File: src/rtl/ppp_octet_tx_pkg.sv
package ppp_octet_tx_pkg;
  localparam logic [7:0]  FLAG_OCT   = 8'h7E;
  localparam logic [7:0]  ESC_OCT    = 8'h7D;
  localparam logic [7:0]  ESC_FLIP   = 8'h20;
  localparam logic [15:0] CRC16_POLY = 16'h8408;
  localparam logic [31:0] CRC32_POLY = 32'hEDB8_8320;

  typedef enum logic [2:0] {
    ST_IDLE,
    ST_DATA,
    ST_ESC,
    ST_FCS,
    ST_CLOSE,
    ST_ABRT,
    ST_DROP
  } tx_st_e;
endpackage

File: src/rtl/ppp_octet_tx_crc.sv
module ppp_octet_tx_crc #(
  parameter int         W    = 16,
  parameter logic [W-1:0] POLY = '1
) (
  input  logic         clk_i,
  input  logic         rst_ni,
  input  logic         clr_i,
  input  logic         upd_i,
  input  logic [7:0]   data_i,
  output logic [W-1:0] fcs_o
);
  logic [W-1:0] crc_q, crc_d;

  // reflected, lsb-first byte update
  always_comb begin
    crc_d = crc_q;
    for (int b = 0; b < 8; b++) begin
      if (crc_d[0] ^ data_i[b]) crc_d = (crc_d >> 1) ^ POLY;
      else                      crc_d = crc_d >> 1;
    end
  end

  always_ff @(posedge clk_i or negedge rst_ni) begin
    if (!rst_ni)     crc_q <= '1;
    else if (clr_i)  crc_q <= '1;
    else if (upd_i)  crc_q <= crc_d;
  end

  assign fcs_o = ~crc_q;
endmodule

File: src/rtl/ppp_octet_tx_esc.sv
module ppp_octet_tx_esc
  import ppp_octet_tx_pkg::*;
#(
  parameter int MAP_W = 32
) (
  input  logic [7:0]       oct_i,
  input  logic [MAP_W-1:0] map_i,
  output logic             need_o,
  output logic [7:0]       alt_o
);
  localparam int IDX_W = $clog2(MAP_W);

  logic in_map;
  assign in_map = (int'(oct_i) < MAP_W) && map_i[oct_i[IDX_W-1:0]];
  assign need_o = in_map || (oct_i == ESC_OCT) || (oct_i == FLAG_OCT);
  assign alt_o  = oct_i ^ ESC_FLIP;
endmodule

File: src/rtl/ppp_octet_tx.sv
module ppp_octet_tx
  import ppp_octet_tx_pkg::*;
#(
  parameter int MAP_W     = 32,
  parameter bit HAS_FCS32 = 1'b1
) (
  input  logic             clk_i,
  input  logic             rst_ni,
  input  logic [7:0]       in_data_i,
  input  logic             in_valid_i,
  input  logic             in_last_i,
  output logic             in_ready_o,
  input  logic [MAP_W-1:0] esc_map_i,
  input  logic             fcs32_i,
  input  logic             fcs_en_i,
  input  logic             abort_i,
  output logic [7:0]       out_data_o,
  output logic             out_valid_o,
  input  logic             out_ready_i,
  output logic             underrun_o
);
  localparam int CNT_W = 2;

  tx_st_e st_q, st_d, nxt_q, nxt_d;
  logic [7:0]       pend_q, pend_d;
  logic [CNT_W-1:0] cnt_q, cnt_d;
  logic eof_q, eof_d, mode32_q, mode32_d, fcs_on_q, fcs_on_d;
  logic abort_req_q, underrun_q, out_valid_q;
  logic xfer, abort_now, in_frame, abort_go, starve, clr, take, in_rdy;
  logic [7:0]  out_oct, d_alt, f_alt, fcs_byte;
  logic        d_need, f_need, fcs_last;
  logic [15:0] fcs16;
  logic [31:0] fcs32, fcs_word;

  assign xfer      = out_valid_q && out_ready_i;
  assign abort_now = abort_i || abort_req_q;
  assign in_frame  = (st_q == ST_DATA) || (st_q == ST_ESC) || (st_q == ST_FCS);

  ppp_octet_tx_crc #(.W(16), .POLY(CRC16_POLY)) i_crc16 (
    .clk_i, .rst_ni, .clr_i(clr), .upd_i(take), .data_i(in_data_i), .fcs_o(fcs16)
  );

  if (HAS_FCS32) begin : g_fcs32
    ppp_octet_tx_crc #(.W(32), .POLY(CRC32_POLY)) i_crc32 (
      .clk_i, .rst_ni, .clr_i(clr), .upd_i(take), .data_i(in_data_i), .fcs_o(fcs32)
    );
  end else begin : g_no_fcs32
    assign fcs32 = '0;
  end

  assign fcs_word = mode32_q ? fcs32 : {16'h0000, fcs16};
  assign fcs_byte = fcs_word[{cnt_q, 3'b000} +: 8];
  assign fcs_last = mode32_q ? (cnt_q == 2'd3) : (cnt_q == 2'd1);

  ppp_octet_tx_esc #(.MAP_W(MAP_W)) i_esc_data (
    .oct_i(in_data_i), .map_i(esc_map_i), .need_o(d_need), .alt_o(d_alt)
  );
  ppp_octet_tx_esc #(.MAP_W(MAP_W)) i_esc_fcs (
    .oct_i(fcs_byte), .map_i(esc_map_i), .need_o(f_need), .alt_o(f_alt)
  );

  always_comb begin
    st_d     = st_q;
    nxt_d    = nxt_q;
    pend_d   = pend_q;
    cnt_d    = cnt_q;
    eof_d    = eof_q;
    mode32_d = mode32_q;
    fcs_on_d = fcs_on_q;
    out_oct  = FLAG_OCT;
    in_rdy   = 1'b0;
    clr      = 1'b0;
    take     = 1'b0;
    abort_go = 1'b0;
    starve   = 1'b0;
    unique case (st_q)
      ST_IDLE: begin
        // fill octet doubles as opening flag
        if (xfer && in_valid_i) begin
          st_d     = ST_DATA;
          clr      = 1'b1;
          cnt_d    = '0;
          eof_d    = 1'b0;
          mode32_d = fcs32_i && HAS_FCS32;
          fcs_on_d = fcs_en_i;
        end
      end
      ST_DATA: begin
        in_rdy = xfer && !abort_now;
        if (abort_now || !in_valid_i) begin
          out_oct = ESC_OCT;
          if (xfer) begin
            st_d     = ST_ABRT;
            abort_go = 1'b1;
            starve   = !abort_now;
          end
        end else begin
          out_oct = d_need ? ESC_OCT : in_data_i;
          if (xfer) begin
            take  = 1'b1;
            eof_d = in_last_i;
            nxt_d = in_last_i ? (fcs_on_q ? ST_FCS : ST_CLOSE) : ST_DATA;
            if (d_need) begin
              st_d   = ST_ESC;
              pend_d = d_alt;
            end else begin
              st_d   = nxt_d;
            end
          end
        end
      end
      ST_ESC: begin
        out_oct = pend_q;
        if (xfer) st_d = nxt_q;
      end
      ST_FCS: begin
        if (abort_now) begin
          out_oct = ESC_OCT;
          if (xfer) begin
            st_d     = ST_ABRT;
            abort_go = 1'b1;
          end
        end else begin
          out_oct = f_need ? ESC_OCT : fcs_byte;
          if (xfer) begin
            cnt_d = cnt_q + 2'd1;
            nxt_d = fcs_last ? ST_CLOSE : ST_FCS;
            if (f_need) begin
              st_d   = ST_ESC;
              pend_d = f_alt;
            end else begin
              st_d   = nxt_d;
            end
          end
        end
      end
      ST_CLOSE: if (xfer) st_d = ST_IDLE;
      ST_ABRT:  if (xfer) st_d = eof_q ? ST_IDLE : ST_DROP;
      ST_DROP: begin
        in_rdy = 1'b1;
        if (in_valid_i && in_last_i) st_d = ST_IDLE;
      end
      default: st_d = ST_IDLE;
    endcase
  end

  always_ff @(posedge clk_i or negedge rst_ni) begin
    if (!rst_ni) begin
      st_q        <= ST_IDLE;
      nxt_q       <= ST_IDLE;
      pend_q      <= '0;
      cnt_q       <= '0;
      eof_q       <= 1'b0;
      mode32_q    <= 1'b0;
      fcs_on_q    <= 1'b0;
      abort_req_q <= 1'b0;
      underrun_q  <= 1'b0;
      out_valid_q <= 1'b0;
    end else begin
      st_q        <= st_d;
      nxt_q       <= nxt_d;
      pend_q      <= pend_d;
      cnt_q       <= cnt_d;
      eof_q       <= eof_d;
      mode32_q    <= mode32_d;
      fcs_on_q    <= fcs_on_d;
      underrun_q  <= starve;
      out_valid_q <= 1'b1;
      if (!in_frame || abort_go) abort_req_q <= 1'b0;
      else if (abort_i)          abort_req_q <= 1'b1;
    end
  end

  assign in_ready_o  = in_rdy;
  assign out_data_o  = out_oct;
  assign out_valid_o = out_valid_q;
  assign underrun_o  = underrun_q;
endmodule

File: config.mk
export PLATFORM = sky130hd
export DESIGN_NAME = ppp_octet_tx
export DESIGN_NICKNAME = d
export VERILOG_FILES = /design/src/rtl/ppp_octet_tx_pkg.sv /design/src/rtl/ppp_octet_tx_crc.sv /design/src/rtl/ppp_octet_tx_esc.sv /design/src/rtl/ppp_octet_tx.sv
export SDC_FILE = /design/constraint.sdc
export NUM_CORES = 1
export LEC_CHECK = 0
export BUFFER_PORTS_ARGS = -buffer_cell sky130_fd_sc_hd__buf_2
export CORE_MARGIN = 4
export CORE_UTILIZATION = 35
export DETAILED_ROUTE_END_ITERATION = 8
export SYNTH_ARGS = -nofsm -noshare
export SYNTH_HDL_FRONTEND = slang
export SYNTH_SLANG_ARGS = --single-unit
File: constraint.sdc
create_clock -name clk_i -period 4.9 [get_ports clk_i]
set_input_delay 0.98 -clock clk_i [delete_from_list [all_inputs] [get_ports clk_i]]
set_output_delay 0.98 -clock clk_i [all_outputs]
set_load 0.02 [all_outputs]
Yosys cells after proc, flatten, opt, wreduce, memory -nomap -nowiden

Cells that the tools add are included.
Widths: inputs -> output; s select.

Order comparisons: 4
Bitwise operators: 36
Mux-type cells: 82
Equal/unequal tests: 25
Shifts and indexed selects: 1
$add $sub $neg: 1
Reduce and logical (&&, ||, !) cells: 30

Operators with widths:

| operator           | number |
|---|---|
| $mux 32            | 11 |
| $mux 16            | 10 |
| $not 13->14        | 8 |
| $mux 8             | 10 |
| $mux 3             | 20 |
| $eq 8x7->1 const B | 4 |
| $not 32->32        | 1 |
| $shiftx 32x6->8    | 1 |
| $not 2->3          | 8 |
| $pmux 8 s3         | 1 |
| $ne 2x2->1 const B | 11 |
| $pmux 3 s7         | 1 |
| $mux 1             | 18 |
| $lt 8x6->1 const B | 2 |
| $not 16->16        | 1 |
| $pmux 8 s2         | 1 |
| $xor 1x1->1        | 16 |
| $reduce_and 7->1   | 2 |
| $lt 5x6->1 const B | 2 |
| $bmux 1 s5         | 2 |
| $reduce_bool 2->1  | 5 |
| $eq 3x3->1 const B | 3 |
| $logic_or 1x1->1   | 9 |
| $reduce_and 4->1   | 2 |
| 17 further kinds   | 30 |

Flip-flop bits (word level): 70
Logic and storage cells: 191
Input bits: 48
Output and inout port bits: 11

Longest topological paths before layout

Gate-level depths: netlist (run 1).

Depth after elaboration: 18
Mapped depth: 14
Gate-level depth less buffers: 9

By module

A second synthesis (run 1) with hierarchy kept.

Cells, all modules: 634
Area, all modules: 6,114.6 µm²

Modules (own cells, without submodules):

| module                              | sequential area each (µm²) | area an instance (µm²) | instances | cells an instance |
|---|---|---|---|---|
| ppp_octet_tx_crc at g_fcs32.i_crc32 | 840.8                      | 2,219.6                | 1         | 209 |
| ppp_octet_tx                        | 550.5                      | 1,971.9                | 1         | 242 |
| ppp_octet_tx_crc at i_crc16         | 420.4                      | 1,067.3                | 1         | 99 |
| ppp_octet_tx_esc                    | 0.0                        | 427.9                  | 2         | 42 |

Worst setup path after synthesis (run 1)

No wires, ideal clock.

Path kind: input to output
Start: input in_data_i[0]
End: output out_data_o[0]
Cell stages on the path: 9
Setup slack: 0.879 ns
Arrival: 3.041 ns
Path buffers: 1
Data required time: 3.920 ns
Cells stage by stage: buf_6 mux4_2 mux2i_1 mux4_2 o41a_1 nand3_1 nor2_1 a2bb2oi_1 o22ai_1

Longest elaborated chain between the ends: 8
Elaborated cells on any way between the ends: 11
Classes of those cells: order compare: 1; eq/ne: 2; mux: 5; reduce/logical: 3

Ends and longest elaborated chain:

| element                        | line                   | RTL |
|---|---|---|
| start, declared                | ppp_octet_tx.sv:9      | `input logic [7:0] in_data_i,` |
| $bmux 1 s5                     | ppp_octet_tx_esc.sv:14 | `assign in_map = (int'(oct_i) < MAP_W) && map_i[oct_i[IDX_W-1:0]];` |
| $mux 1 (not written as such)   | ppp_octet_tx_esc.sv:14 |  |
| $logic_and 1x1->1              | ppp_octet_tx_esc.sv:14 |  |
| $logic_or 1x1->1 (2 in series) | ppp_octet_tx_esc.sv:15 | `assign need_o = in_map \|\| (oct_i == ESC_OCT) \|\| (oct_i == FLAG_OCT);` |
| $mux 8 (*)                     | ppp_octet_tx.sv:98     | `out_oct = d_need ? ESC_OCT : in_data_i;` |
| $mux 8 (*)                     | ppp_octet_tx.sv:90     | `if (abort_now \|\| !in_valid_i) begin` |
| $pmux 8 s3 (*)                 | ppp_octet_tx.sv:76     | `unique case (st_q)` |
| end, declared                  | ppp_octet_tx.sv:17     | `output logic [7:0] out_data_o,` |

Every way passes the cells marked *; elsewhere a longest branch is shown, timed or not. The select of a mux whose other input is x is not followed.

Worst setup path in the final report (run 1)

Start: register cnt_q[0]
End: output out_data_o[0]

Longest elaborated chain between the ends: 9
Elaborated cells on any way between the ends: 12
Classes of those cells: order compare: 1; eq/ne: 2; shift: 1; mux: 5; reduce/logical: 3

Ends and longest elaborated chain:

| element                        | line                   | RTL |
|---|---|---|
| start, declared                | ppp_octet_tx.sv:26     | `logic [CNT_W-1:0] cnt_q, cnt_d;` |
| start signal, assigned         | ppp_octet_tx.sv:163    | `cnt_q <= cnt_d;` |
| $shiftx 32x6->8 (*)            | ppp_octet_tx.sv:52     | `assign fcs_byte = fcs_word[{cnt_q, 3'b000} +: 8];` |
| $bmux 1 s5                     | ppp_octet_tx_esc.sv:14 |  |
| $mux 1 (not written as such)   | ppp_octet_tx_esc.sv:14 |  |
| $logic_and 1x1->1              | ppp_octet_tx_esc.sv:14 |  |
| $logic_or 1x1->1 (2 in series) | ppp_octet_tx_esc.sv:15 |  |
| $mux 8 (*)                     | ppp_octet_tx.sv:124    | `out_oct = f_need ? ESC_OCT : fcs_byte;` |
| $mux 8 (*)                     | ppp_octet_tx.sv:117    | `if (abort_now) begin` |
| $pmux 8 s3 (*)                 | ppp_octet_tx.sv:76     |  |

Marked as above.

==> impl_results.md, run 1 <==
* Via count at 4841
* Max cap viols at 0
* Tot GR Track Use at 0.1834
* Core area at 0.01526 sq mm
* Clock sink count at 70
* Final min period at 4.635 ns
* Placed instance count at 840
* Syn Area/Cell at 9.087 sq um
* CP Capture Type: output pin
* Yosys Warn Count at 0
* RePlAce Congestion at 0.9141
* Total iterations of the first detailed-routing run at 5
* Clock-pin slew on the worst setup and hold paths at 0.06 ns
* Final Slew Violations at 0
* Tightest Pin Transition at 0.8606 ns
* R2R Setup Slk at 1.49 ns
* Clock Tree Buf Depth at 2
* Hold path depth at 2
* Final clock skew at 0.008868 ns
* Initial antenna violation count at 0
* Post-cts repair resize count at 0
* Final hold vios at 0
* DRC viols at 0
* WHS Endpoint: nxt_q[1]$_DFFE_PN0P_
* Port buffer count at 58
* Setup crit start kind: flop
* Number of synthesized flops with an enable pin at 0
* Share of post-route cells with drive strength above 1 at 0.2744
* TritonCTS clock tree: done
* Largest net degree at the start of global routing at 50
* Crit path kind: flop to output pin
* ANT cells at 0
* Final Util at 0.4071
* Wire length of the first global-routing pass at 26040 um
* Pwr/cell area at 687.0 mW/mm^2
* TritonCTS buffer count at 9
* Cell area after synthesis at 0.005470 sq mm
* Final Routed Wirelength at 16120 um
* RR Startpoint: cnt_q[0]$_DFFE_PN0P_
* Die boundary height at 133.0 um
* Leak pwr at 2.284 nW
* Synth-to-layout area growth at 13.54%
* Vias in the first global route at 4814
* Critical Path Start: cnt_q[0]$_DFFE_PN0P_
* Final Cycle Share at 0.9460
* Critical Path Fanout Max at 14
* Worst setup margin at 0.2646 ns
* Grt ovf at 0
* Final HPWL DP at 11960 um
* RSZ-0062 raised after global routing: false
* Hold_ws at 0.4968 ns
* TNS Setup at 0 ns
* Cell variety after synth at 69
* CTS HTree Levels at 3
* Setup WS pre-CTS at 0.3104 ns
* Slew margin rel. at 0.4221
* Fillers at 1498
* Largest area contributor in the netlist: dfstp_2
* Starting Density at 0.3585
* Synth top area share at 0.2306
* Register area at 0.001814 sq mm
* Sequential-to-total area share from yosys stat at 0.3312
* RR Endpoint: pend_q[6]$_DFFE_PN0P_
* Clk_lat worst skew at 0.34 ns
* Final Setup Violations at 0
* Min-delay src: nxt_q[1]$_DFFE_PN0P_
* WL per Instance at 18.83 um
* Antenna Nets Post-Route at 0
* Vias per cell at 5.655
* Post-CTS Setup Bufs at 0
* Ys flop type: dfstp_2
* CTS root buffer: clkbuf_16
* Post-synth ARST share at 1.000
* DIE AREA at 0.01769 sq mm
* Worst IR drop on VDD at 0.0002384 V
* FP Rows at 45
* Fmax at 0.2157 GHz
* Die span in x at 133.0 um
* CP arrival at 3.66 ns
* Area of the multi-input gates at 0.003431 sq mm
* Post-Syn Instances at 602
* Synth Net Count at 650
* Run status: finished clean
* Detailed router's first-iteration violation count at 473
* Final non-filler cell total at 856
* Flops & latches, synth at 70
* Nets@finish at 688
* Hold Crit Class: flop to flop
* R2R cell count at 11
* Critical Path RT at 3.92 ns
* Top cells by area, synth: dfstp_2 (23%), xnor2_1 (11%), dfrtp_1 (10%)
* Hold_buf cts at 0
* Num ports at 59
[cell families after synthesis]
| group | Yosys count | synth area share |
|---|---|---|
| other | 1 | 0.0006855 |
| muxes | 40 | 0.1086 |
| xor gates and xnor gates | 99 | 0.1613 |
| and+or+nand+nor | 178 | 0.1551 |
| AOI/OAI and AO/OA | 163 | 0.1990 |
| DFF | 70 | 0.3312 |
| buffers and inverters | 51 | 0.04414 |
[how the worst max path moves through the flow]
stage	to	slack, ns	cells past startpoint
after floorplan	out_data_o[0]	0.88	9
final	out_data_o[0]	0.26	11
after CTS	out_data_o[0]	0.15	10
after global routing	out_data_o[0]	0.07	11
after global placement	out_data_o[6]	0.39	10
after detailed placement	out_data_o[6]	0.31	10
[critical path, cell delays in order, from the launching register on]
cell	delay [ns]
dfrtp_2	0.48
buf_4	0.28
mux2i_1	0.25
nand2_1	0.16
and2_1	0.22
a2111oi_0	0.47
nor4b_1	0.11
a32o_1	0.28
a21oi_1	0.35
nor4b_1	0.36
o22ai_1	0.15
buf_2	0.19
[per-layer routing]
layer / global-route usage / up-vias / share of wire
met2: 0.2923 / 213 / 0.46
met1: 0.2417 / 2322 / 0.44
met3: 0.04639 / 37 / 0.075
met5: 0 / - / 0
li1: - / 2269 / -
met4: 0.06467 / 0 / 0.022
[cell usage in the layout (no fill, tap or decap), types with 4 or more instances in the layout]
cell type / instances
o211ai_1: 6
nand2_1: 45
nand2b_1: 4
a22oi_1: 4
mux2i_1: 17
xnor2_1: 71
o21ai_0: 34
a31oi_1: 10
mux4_2: 14
nor2_1: 37
and2_1: 5
inv_1: 6
o22a_1: 8
xor2_1: 26
o22ai_1: 7
a211oi_1: 5
dfrtp_1: 20
buf_2: 58
nor3_1: 43
dfstp_2: 48
buf_4: 13
clkbuf_16: 9
mux2_2: 6
nand3_1: 18
a21oi_1: 51
[sequential cells by signal (all words and copies together), names as in the netlist]
name and cells:
g_fcs32.i_crc32.crc_q 32, i_crc16.crc_q 16, pend_q 8, nxt_q 3, st_q 3, cnt_q 2, abort_req_q 1, eof_q 1
fcs_on_q 1, mode32_q 1, out_valid_o 1, underrun_o 1
[power breakdown]
part | internal (W) | switching, W | leakage (nW)
Combinational | 0.00111 | 0.00138 | 1.36
Sequential | 0.000895 | 0.000245 | 0.784
Clock | 0.000382 | 0.000252 | 0.142
Total | 0.00239 | 0.00187 | 2.28
[synthesized netlist by cell type, types with 7 or more instances]
cell / instances
nor2_1: 38
o22a_1: 8
mux4_2: 14
xor2_1: 26
o22ai_1: 7
nor3_1: 44
dfrtp_1: 22
nand2_1: 45
dfstp_2: 48
nand3_1: 18
mux2i_1: 17
clkbuf_1: 31
a31oi_1: 10
a21oi_1: 51
o21ai_0: 34
xnor2_1: 71
[area by class of cell]
class | count | share of cell area
Clock inverter | 3 | 0.002820
Multi-Input combinational cell | 481 | 0.5524
Clock buffer | 13 | 0.04351
Inverter | 7 | 0.004230
Sequential cell | 70 | 0.2921
Timing Repair Buffer | 71 | 0.06245
Tap cell | 211 | 0.04251
[metrics by stage]
stage / area, sq um / total power, W
6_report: 6211 / 0.004267
5_1_grt: 6211 / 0.004552
4_1_cts: 6207 / 0.004270
3_5_place_dp: 5919 / 0.003610
3_3_place_gp: 5919 / 0.003587
2_1_floorplan: 5470 / 0.003069
Power figures use the tool's default switching activity.
==> run 2: changes to the inputs <==
- SYNTH_HIERARCHICAL: unset -> 1
==> impl_results.md, run 2 <==
* TritonCTS buffer count at 9 (unchanged)
* Synth top cells by count: nor2_1 (72), inv_1 (57), xnor2_1 (53), dfstp_2 (48), mux2i_1 (46)
* Final clock skew at 0.01084 ns (+0.001973 ns)
* Final Slew Violations at 0 (unchanged)
* Critical Path Fanout Max at 9 (-5)
* Detailed router's first-iteration violation count at 307 (-35%)
* Setup crit start kind: flop
* RR Startpoint: g_fcs32.i_crc32/crc_q[1]$_DFFE_PN1P_
* Syn Area/Cell at 9.645 sq um (+6.1%)
* Final hold vios at 0 (unchanged)
* Synth top area share at 0.2063 (-0.02430)
* Final HPWL DP at 12370 um (+3.5%)
* Flops & latches, synth at 70 (unchanged)
* Grt ovf at 0 (unchanged)
* Run status: finished clean
* Number of synthesized flops with an enable pin at 0 (unchanged)
* Final non-filler cell total at 898 (+4.9%)
* Clock sink count at 70 (unchanged)
* Reg power frac at 0.229 (-0.038)
* Most numerous cell in the Yosys netlist: nor2_1
* Max incr delay on CP at 0.60 ns (+0.12 ns)
* ANT cells at 0 (unchanged)
* Antenna Nets Post-Route at 0 (unchanged)
* Cell variety after synth at 68 (-1.4%)
* Hold path depth at 1 (-1)
* Pint at 0.003129 W (+31%)
* CP Buf/Inv Count at 4 (+2)
* Via count at 4728 (-2.3%)
* Yosys Warn Count at 6 (+6)
* Synth-to-layout area growth at 12.18%
* FP Rows at 48 (+6.7%)
* Critical-path cell list: inv_1 > mux4_2 > a21oi_2 > inv_2 > buf_4 > mux4_1 > nor2b_1 > a211oi_2 > o211ai_4 > or3_2 > o21ai_0 > buf_2
* Wire length of the first global-routing pass at 26720 um (+2.6%)
* Hold Crit Class: flop to flop
* Post-Syn Instances at 634 (+5.3%)
* WL per Instance at 18.40 um (-2.3%)
* Synth Area in Compound Gates at 0.1531 (-0.04593)
* RePlAce Congestion at 0.9249 (+1.2%)
* Switching share of power at 0.4161 (-0.02323)
* Post-Synth Simple-Gate Area at 0.1324 (-0.02269)
* Share of post-route cells with drive strength above 1 at 0.2749 (+0.0004700)
* CTS HTree Levels at 3 (unchanged)
* R2R Setup Slk at 1.34 ns (-0.15 ns)
* Nets@finish at 716 (+4.1%)
* Die boundary height at 140.2 um (+5.4%)
* Largest register FFs at 32 (unchanged)
* Largest family of logic cells by synthesized area: XOR/XNOR gates
* Vias in the first global route at 4811 (-0.062%)
* Placed instance count at 882 (+5.0%)
* Slew margin rel. at 0.3534 (-0.06875)
* Critical Path RT at 3.92 ns (about the same)
* Worst setup margin at 0.1284 ns (-0.1362 ns)
* Slowest CP cell: dfstp_2
* Leak pwr at 3.086 nW (+35%)
* NetSw at 0.002230 W (+19%)
* DIE AREA at 0.01965 sq mm (+11%)
* Core area at 0.01724 sq mm (+13%)
* Xor/xnor share of the synthesized area at 0.1968 (+0.03560)
* Synthesized-area fraction occupied by adder cells at 0 (unchanged)
* Dominant delay contributor by cell family on the critical path: compound AO/OA/AOI/OAI gates
* Clock Tree Buf Depth at 2 (unchanged)
* DRC viols at 0 (unchanged)
* Regs by FF count: g_fcs32.i_crc32/crc_q (32), i_crc16/crc_q (16), pend_q (8)
* Sequential-to-total area share from yosys stat at 0.2963 (-0.03490)
* Largest area contributor in the netlist: dfstp_2
* Pwr Total at 0.005359 W (+26%)
* Hold_buf cts at 0 (unchanged)
* Post-synth ARST share at 1.000 (unchanged)
* Pwr/cell area at 781.3 mW/mm^2 (+14%)
* TritonCTS clock tree: done
* Top cells by area, synth: dfstp_2 (21%), dfrtp_1 (9.0%), xnor2_1 (7.6%)
* Fmax at 0.2096 GHz (-2.9%)
* Starting Density at 0.3547 (-0.003760)
* Final Routed Wirelength at 16520 um (+2.5%)
* Clock-pin slew on the worst setup and hold paths at 0.06 ns (about the same)
* Commonest non-fill, non-tap cell in the layout: nor2_1
* Biggest register: g_fcs32.i_crc32/crc_q
* Final Setup Violations at 0 (unchanged)
* Final min period at 4.772 ns (+0.1362 ns)
* Cell area after synthesis at 0.006115 sq mm (+12%)
* Multiplexer area fraction after synthesis at 0.1299 (+0.02129)
* Tot GR Track Use at 0.1705 (-0.01283)
* Synth Net Count at 682 (+4.9%)
* R2R cell count at 13 (+2)
* Largest net degree at the start of global routing at 51 (+2.0%)
* Num ports at 59 (unchanged)
* CTS root buffer: clkbuf_16
* Min-delay src: eof_q$_DFFE_PN0P_
* Ys flop type: dfstp_2
* Crit path kind: flop to output pin
* CP arrival at 3.79 ns (+0.13 ns)
* Tightest Pin Transition at 0.9639 ns (+0.1033 ns)
* Final Cycle Share at 0.9738 (+0.02779)
* Clock group share of total power at 0.120 (-0.029)
* Most frequent cells in the layout: nor2_1 (72), buf_2 (57), inv_1 (56), xnor2_1 (53), dfstp_2 (48)
* Max cap viols at 0 (unchanged)
* CP Capture Type: output pin
* RR Endpoint: st_q[0]$_DFFE_PN0P_
* Setup WS pre-CTS at 0.03868 ns (-0.2717 ns)
* WHS Endpoint: eof_q$_DFFE_PN0P_
* Combinational share of power at 0.651 (+0.067)
* Vias per cell at 5.265 (-6.9%)
* Initial antenna violation count at 0 (unchanged)
* Port buffer count at 58 (unchanged)
* Clk_lat worst skew at 0.35 ns (about the same)
* Worst IR drop on VDD at 0.0003347 V (+40%)
* Total iterations of the first detailed-routing run at 5 (unchanged)
* Die span in x at 140.2 um (+5.4%)
## run 2: kinds of logic (layout without fill, tap and decap cells)
| group | after synthesis | count (layout) |
|---|---|---|
| AND/OR/NAND/NOR | 161 | 161 |
| AO/OA/AOI/OAI | 135 | 135 |
| buffers and inverters | 111 | 150 |
| XOR/XNOR | 95 | 95 |
| flip-flops | 70 | 70 |
| multiplexers | 61 | 61 |
| other | 1 | 1 |
## run 2: final cells by class
cell class                 instances  area [sq um]
multi-input combinational        453          3831
clock buffer                      16         291.5
tap                              225         281.5
inverter                          59         221.5
sequential                        70          1813
timing repair buffer              75         420.4
fill                            1719         10380
## run 2: power by group through the flow
stage	combinational (W)	clock [W]	sequential, W
global route	0.00381	0.000690	0.00127
finish	0.00349	0.000645	0.00123
detailed placement	0.00340	0	0.00123
CTS	0.00344	0.000664	0.00123
floorplan	0.00290	0	0.00113
global placement	0.00334	0	0.00122
## run 2: metal layers
metal | track usage | wire (um) | part of all wire | up-vias
met1 | 0.2240 | 7520 | 0.46 | 2327
li1 | - | - | - | 2256
met5 | 0 | 0 | 0 | -
met4 | 0.05813 | 429 | 0.026 | 0
met2 | 0.2772 | 7837 | 0.47 | 116
met3 | 0.03960 | 735 | 0.044 | 29
## run 2: metrics by stage
stage	hold WS [ns]	TNS, ns	utilization	instance area [sq um]
2_1_floorplan	0.4587	0	-	6115
3_3_place_gp	0.4824	0	0.3762	6485
3_5_place_dp	0.4861	0	0.3762	6485
4_1_cts	0.5064	0	0.3945	6799
5_1_grt	0.5256	-0.03759	0.3979	6859
6_report	0.5036	0	0.3979	6859
## run 2: how the worst max path moves through the flow
stage	startpoint	endpoint	slack, ns	cells past startpoint
final	g_fcs32.i_crc32/crc_q[1]$_DFFE_PN1P_	out_data_o[7]	0.13	12
after global routing	g_fcs32.i_crc32/crc_q[1]$_DFFE_PN1P_	out_data_o[7]	-0.02	12
after CTS	mode32_q$_DFFE_PN0P_	out_data_o[7]	0.008	10
after detailed placement	g_fcs32.i_crc32/crc_q[1]$_DFFE_PN1P_	out_data_o[5]	0.04	13
after global placement	g_fcs32.i_crc32/crc_q[1]$_DFFE_PN1P_	out_data_o[6]	0.33	13
after floorplan	mode32_q$_DFFE_PN0P_	out_data_o[7]	0.24	12
## run 2: what timing repair did
action	4_1_cts	5_1_grt
setup buffers	0	0
pin swaps	0	1
gates resized for setup	5	11
endpoints found under the setup margin	6	8
==> run 3: changes to the inputs <==
- ABC_AREA: unset -> 1
- RECOVER_POWER: unset -> 100
- SLEW_MARGIN: unset -> 0
==> impl_results.md, run 3 <==
* Run status: finished with violations
* Violated checks: capacitance limit, slew limit
* Num ports at 59 (unchanged)
* RSZ-0062 raised after global routing: false
* Largest net degree at the start of global routing at 41 (-20%)
* Hold_buf cts at 0 (unchanged)
* Die span in x at 147.3 um (+5.1%)
* Detailed router's first-iteration violation count at 460 (+50%)
* Number of synthesized flops with an enable pin at 0 (unchanged)
* DRC viols at 0 (unchanged)
* Final clock skew at 0.009808 ns (-0.001033 ns)
* Largest area contributor in the netlist: nand2_1
* Pwr/cell area at 649.4 mW/mm^2 (-17%)
* Synth top area share at 0.2217 (+0.01545)
* Post-synth ARST share at 1.000 (unchanged)
* Synth top cells by count: nand2_1 (401), inv_1 (170), nand3_1 (122), nor2_1 (92), dfstp_2 (48)
* Share of post-route cells with drive strength above 1 at 0.1584 (-0.1165)
* Clock group share of total power at 0.153 (+0.033)
* FP Rows at 50 (+4.2%)
* Post-Synth Simple-Gate Area at 0.4303 (+0.2979)
* Worst IR drop on VDD at 0.0002353 V (-30%)
* Die boundary height at 147.3 um (+5.1%)
* NetSw at 0.002469 W (+11%)
* Synth-to-layout area growth at 8.478%
* Setup WS pre-CTS at 0.7182 ns (+0.6795 ns)
* DIE AREA at 0.02169 sq mm (+10%)
* Yosys Warn Count at 6 (unchanged)
* Starting Density at 0.3593 (+0.004590)
* Clock Tree Buf Depth at 2 (unchanged)
* Final Routed Wirelength at 21110 um (+28%)
* Multiplexer area fraction after synthesis at 0 (-0.1299)
* Final Setup Violations at 0 (unchanged)
* Fmax at 0.2278 GHz (+8.7%)
* Hold_ws at 0.4799 ns (-0.02368 ns)
* Syn Area/Cell at 6.019 sq um (-38%)
* Largest family of logic cells by synthesized area: simple AND/OR/NAND/NOR gates
* Leak pwr at 4.111 nW (+33%)
* Tightest Pin Transition at 2.502 ns (+1.538 ns)
* Post-Syn Instances at 1128 (+78%)
* Top cells by area, synth: nand2_1 (22%), dfstp_2 (19%), inv_1 (9.4%)
* Reg power frac at 0.237 (+0.008)
* Via count at 6903 (+46%)
* Regs by FF count: g_fcs32.i_crc32/crc_q (32), i_crc16/crc_q (16), pend_q (8)
* Port buffer count at 58 (unchanged)
* Nets@finish at 1211 (+69%)
* Final Cycle Share at 0.8958 (-0.07800)
* Final HPWL DP at 15930 um (+29%)
* Biggest register: g_fcs32.i_crc32/crc_q
* RePlAce Congestion at 0.9205 (-0.48%)
* CP arrival at 3.41 ns (-0.38 ns)
* Critical Path RT at 3.92 ns (about the same)
* Post-CTS Setup Bufs at 0 (unchanged)
* Synth Net Count at 1176 (+72%)
* CTS HTree Levels at 3 (unchanged)
* Antenna Nets Post-Route at 0 (unchanged)
* Cell area after synthesis at 0.006789 sq mm (+11%)
* CP Capture Type: output pin
* Max cap viols at 3 (+3)
* Vias per cell at 4.834 (-8.2%)
* Slew margin rel. at -0.6678 (-1.021)
* Commonest non-fill, non-tap cell in the layout: nand2_1
* CTS root buffer: clkbuf_16
* Core area at 0.01889 sq mm (+9.6%)
* Setup crit start kind: flop
* Placed instance count at 1412 (+60%)
* Ys flop type: dfstp_2
* Pwr Total at 0.004783 W (-11%)
* TritonCTS buffer count at 9 (unchanged)
* TritonCTS clock tree: done
* R2R Setup Slk at 1.02 ns (-0.32 ns)
* Initial antenna violation count at 0 (unchanged)
* Pint at 0.002314 W (-26%)
* Most frequent cells in the layout: nand2_1 (403), inv_1 (172), nand3_1 (122), nor2_1 (97), o21ai_0 (55)
* Hold Crit Class: flop to flop
* Largest register FFs at 32 (unchanged)
* Wire length of the first global-routing pass at 34090 um (+28%)
* WL per Instance at 14.78 um (-20%)
* Xor/xnor share of the synthesized area at 0.05179 (-0.1451)
* Most numerous cell in the Yosys netlist: nand2_1
* Crit path kind: flop to output pin
* Clock sink count at 70 (unchanged)
* Sequential-to-total area share from yosys stat at 0.2669 (-0.02943)
* Vias in the first global route at 6552 (+36%)
* Tot GR Track Use at 0.1955 (+0.02497)
* Synth Area in Compound Gates at 0.09639 (-0.05667)
* TNS Setup at 0 ns (unchanged)
* Grt ovf at 0 (unchanged)
* Flops & latches, synth at 70 (unchanged)
* Cell variety after synth at 45 (-34%)
* Total iterations of the first detailed-routing run at 6 (+1)
* Final non-filler cell total at 1428 (+59%)
* Final min period at 4.389 ns (-0.3822 ns)
* Clk_lat worst skew at 0.35 ns (about the same)
* Synthesized-area fraction occupied by adder cells at 0 (unchanged)
* Worst setup margin at 0.5106 ns (+0.3822 ns)
* ANT cells at 0 (unchanged)
* Post-cts repair resize count at 0 (-5)
* Final hold vios at 0 (unchanged)
* Switching share of power at 0.5162 (+0.1001)
* Critical Path Fanout Max at 19 (+10)
* Final Slew Violations at 97 (+97)
* Clock-pin slew on the worst setup and hold paths at 0.06 ns (about the same)
* Combinational share of power at 0.610 (-0.041)
[run 3: kinds of logic after synthesis]
family                 Yosys count
XOR/XNOR                        35
AO/OA/AOI/OAI                  112
flip-flops                      70
AND/OR/NAND/NOR                674
buffers and inverters          236
other                            1
[run 3: final cells by class]
cell class / count / area (sq um)
fill: 2135 / 11530
tap: 260 / 325.3
inverter: 195 / 735.7
timing repair buffer: 65 / 316.6
sequential: 70 / 1813
clock buffer: 9 / 225.2
multi-input combinational: 822 / 3850
clock inverter: 7 / 98.84
[run 3: path summary, 6_finish.rpt]
path	startpoint	endpoint	cells past startpoint
hold reg to reg	g_fcs32.i_crc32/crc_q[27]$_DFFE_PN1P_	g_fcs32.i_crc32/crc_q[27]$_DFFE_PN1P_	2
min in group asynchronous	rst_ni	mode32_q$_DFFE_PN0P_	1
setup reg to reg	st_q[1]$_DFFE_PN0P_	g_fcs32.i_crc32/crc_q[20]$_DFFE_PN1P_	13
setup / recovery	cnt_q[0]$_DFFE_PN0P_	out_data_o[7]	20
max in group asynchronous	rst_ni	pend_q[7]$_DFFE_PN0P_	2
hold / removal	g_fcs32.i_crc32/crc_q[27]$_DFFE_PN1P_	g_fcs32.i_crc32/crc_q[27]$_DFFE_PN1P_	2
[run 3: metrics by stage]
step,util,cell area (sq um)
after floorplan,-,6789
after global placement,0.3786,7153
after detailed placement,0.3786,7153
after CTS,0.3958,7477
after global routing,0.3898,7365
final,0.3898,7365
[run 3: power groups by stage]
stage / logic [W] / clock network (W) / registers (W)
5_1_grt: 0.00331 / 0.000770 / 0.00117
4_1_cts: 0.00296 / 0.000745 / 0.00114
3_5_place_dp: 0.00295 / 0 / 0.00114
3_3_place_gp: 0.00293 / 0 / 0.00114
6_report: 0.00292 / 0.000730 / 0.00114
2_1_floorplan: 0.00247 / 0 / 0.00105
[run 3: worst max-delay path: stages (launching register included)]
cell      delay, ns
dfrtp_1        0.48
inv_2          0.29
nor2_1         0.10
o21ai_0        0.08
nand2_1        0.07
nand2_1        0.08
nand2_1        0.24
buf_4          0.28
or2_0          0.22
nand3_1        0.07
nand3_1        0.08
nand3_1        0.09
nand3_1        0.07
nand3_1        0.07
nand2_1        0.10
inv_1          0.07
nand2_1        0.06
nor2_1         0.21
nand2_1        0.08
nand3_1        0.08
clkbuf_1       0.25
[run 3: per-layer routing]
layer / track usage / vias up / share of wire
li1: - / 3529 / -
met1: 0.2659 / 3160 / 0.46
met2: 0.3226 / 186 / 0.46
met3: 0.03085 / 28 / 0.055
met4: 0.05452 / 0 / 0.021
met5: 0 / - / 0
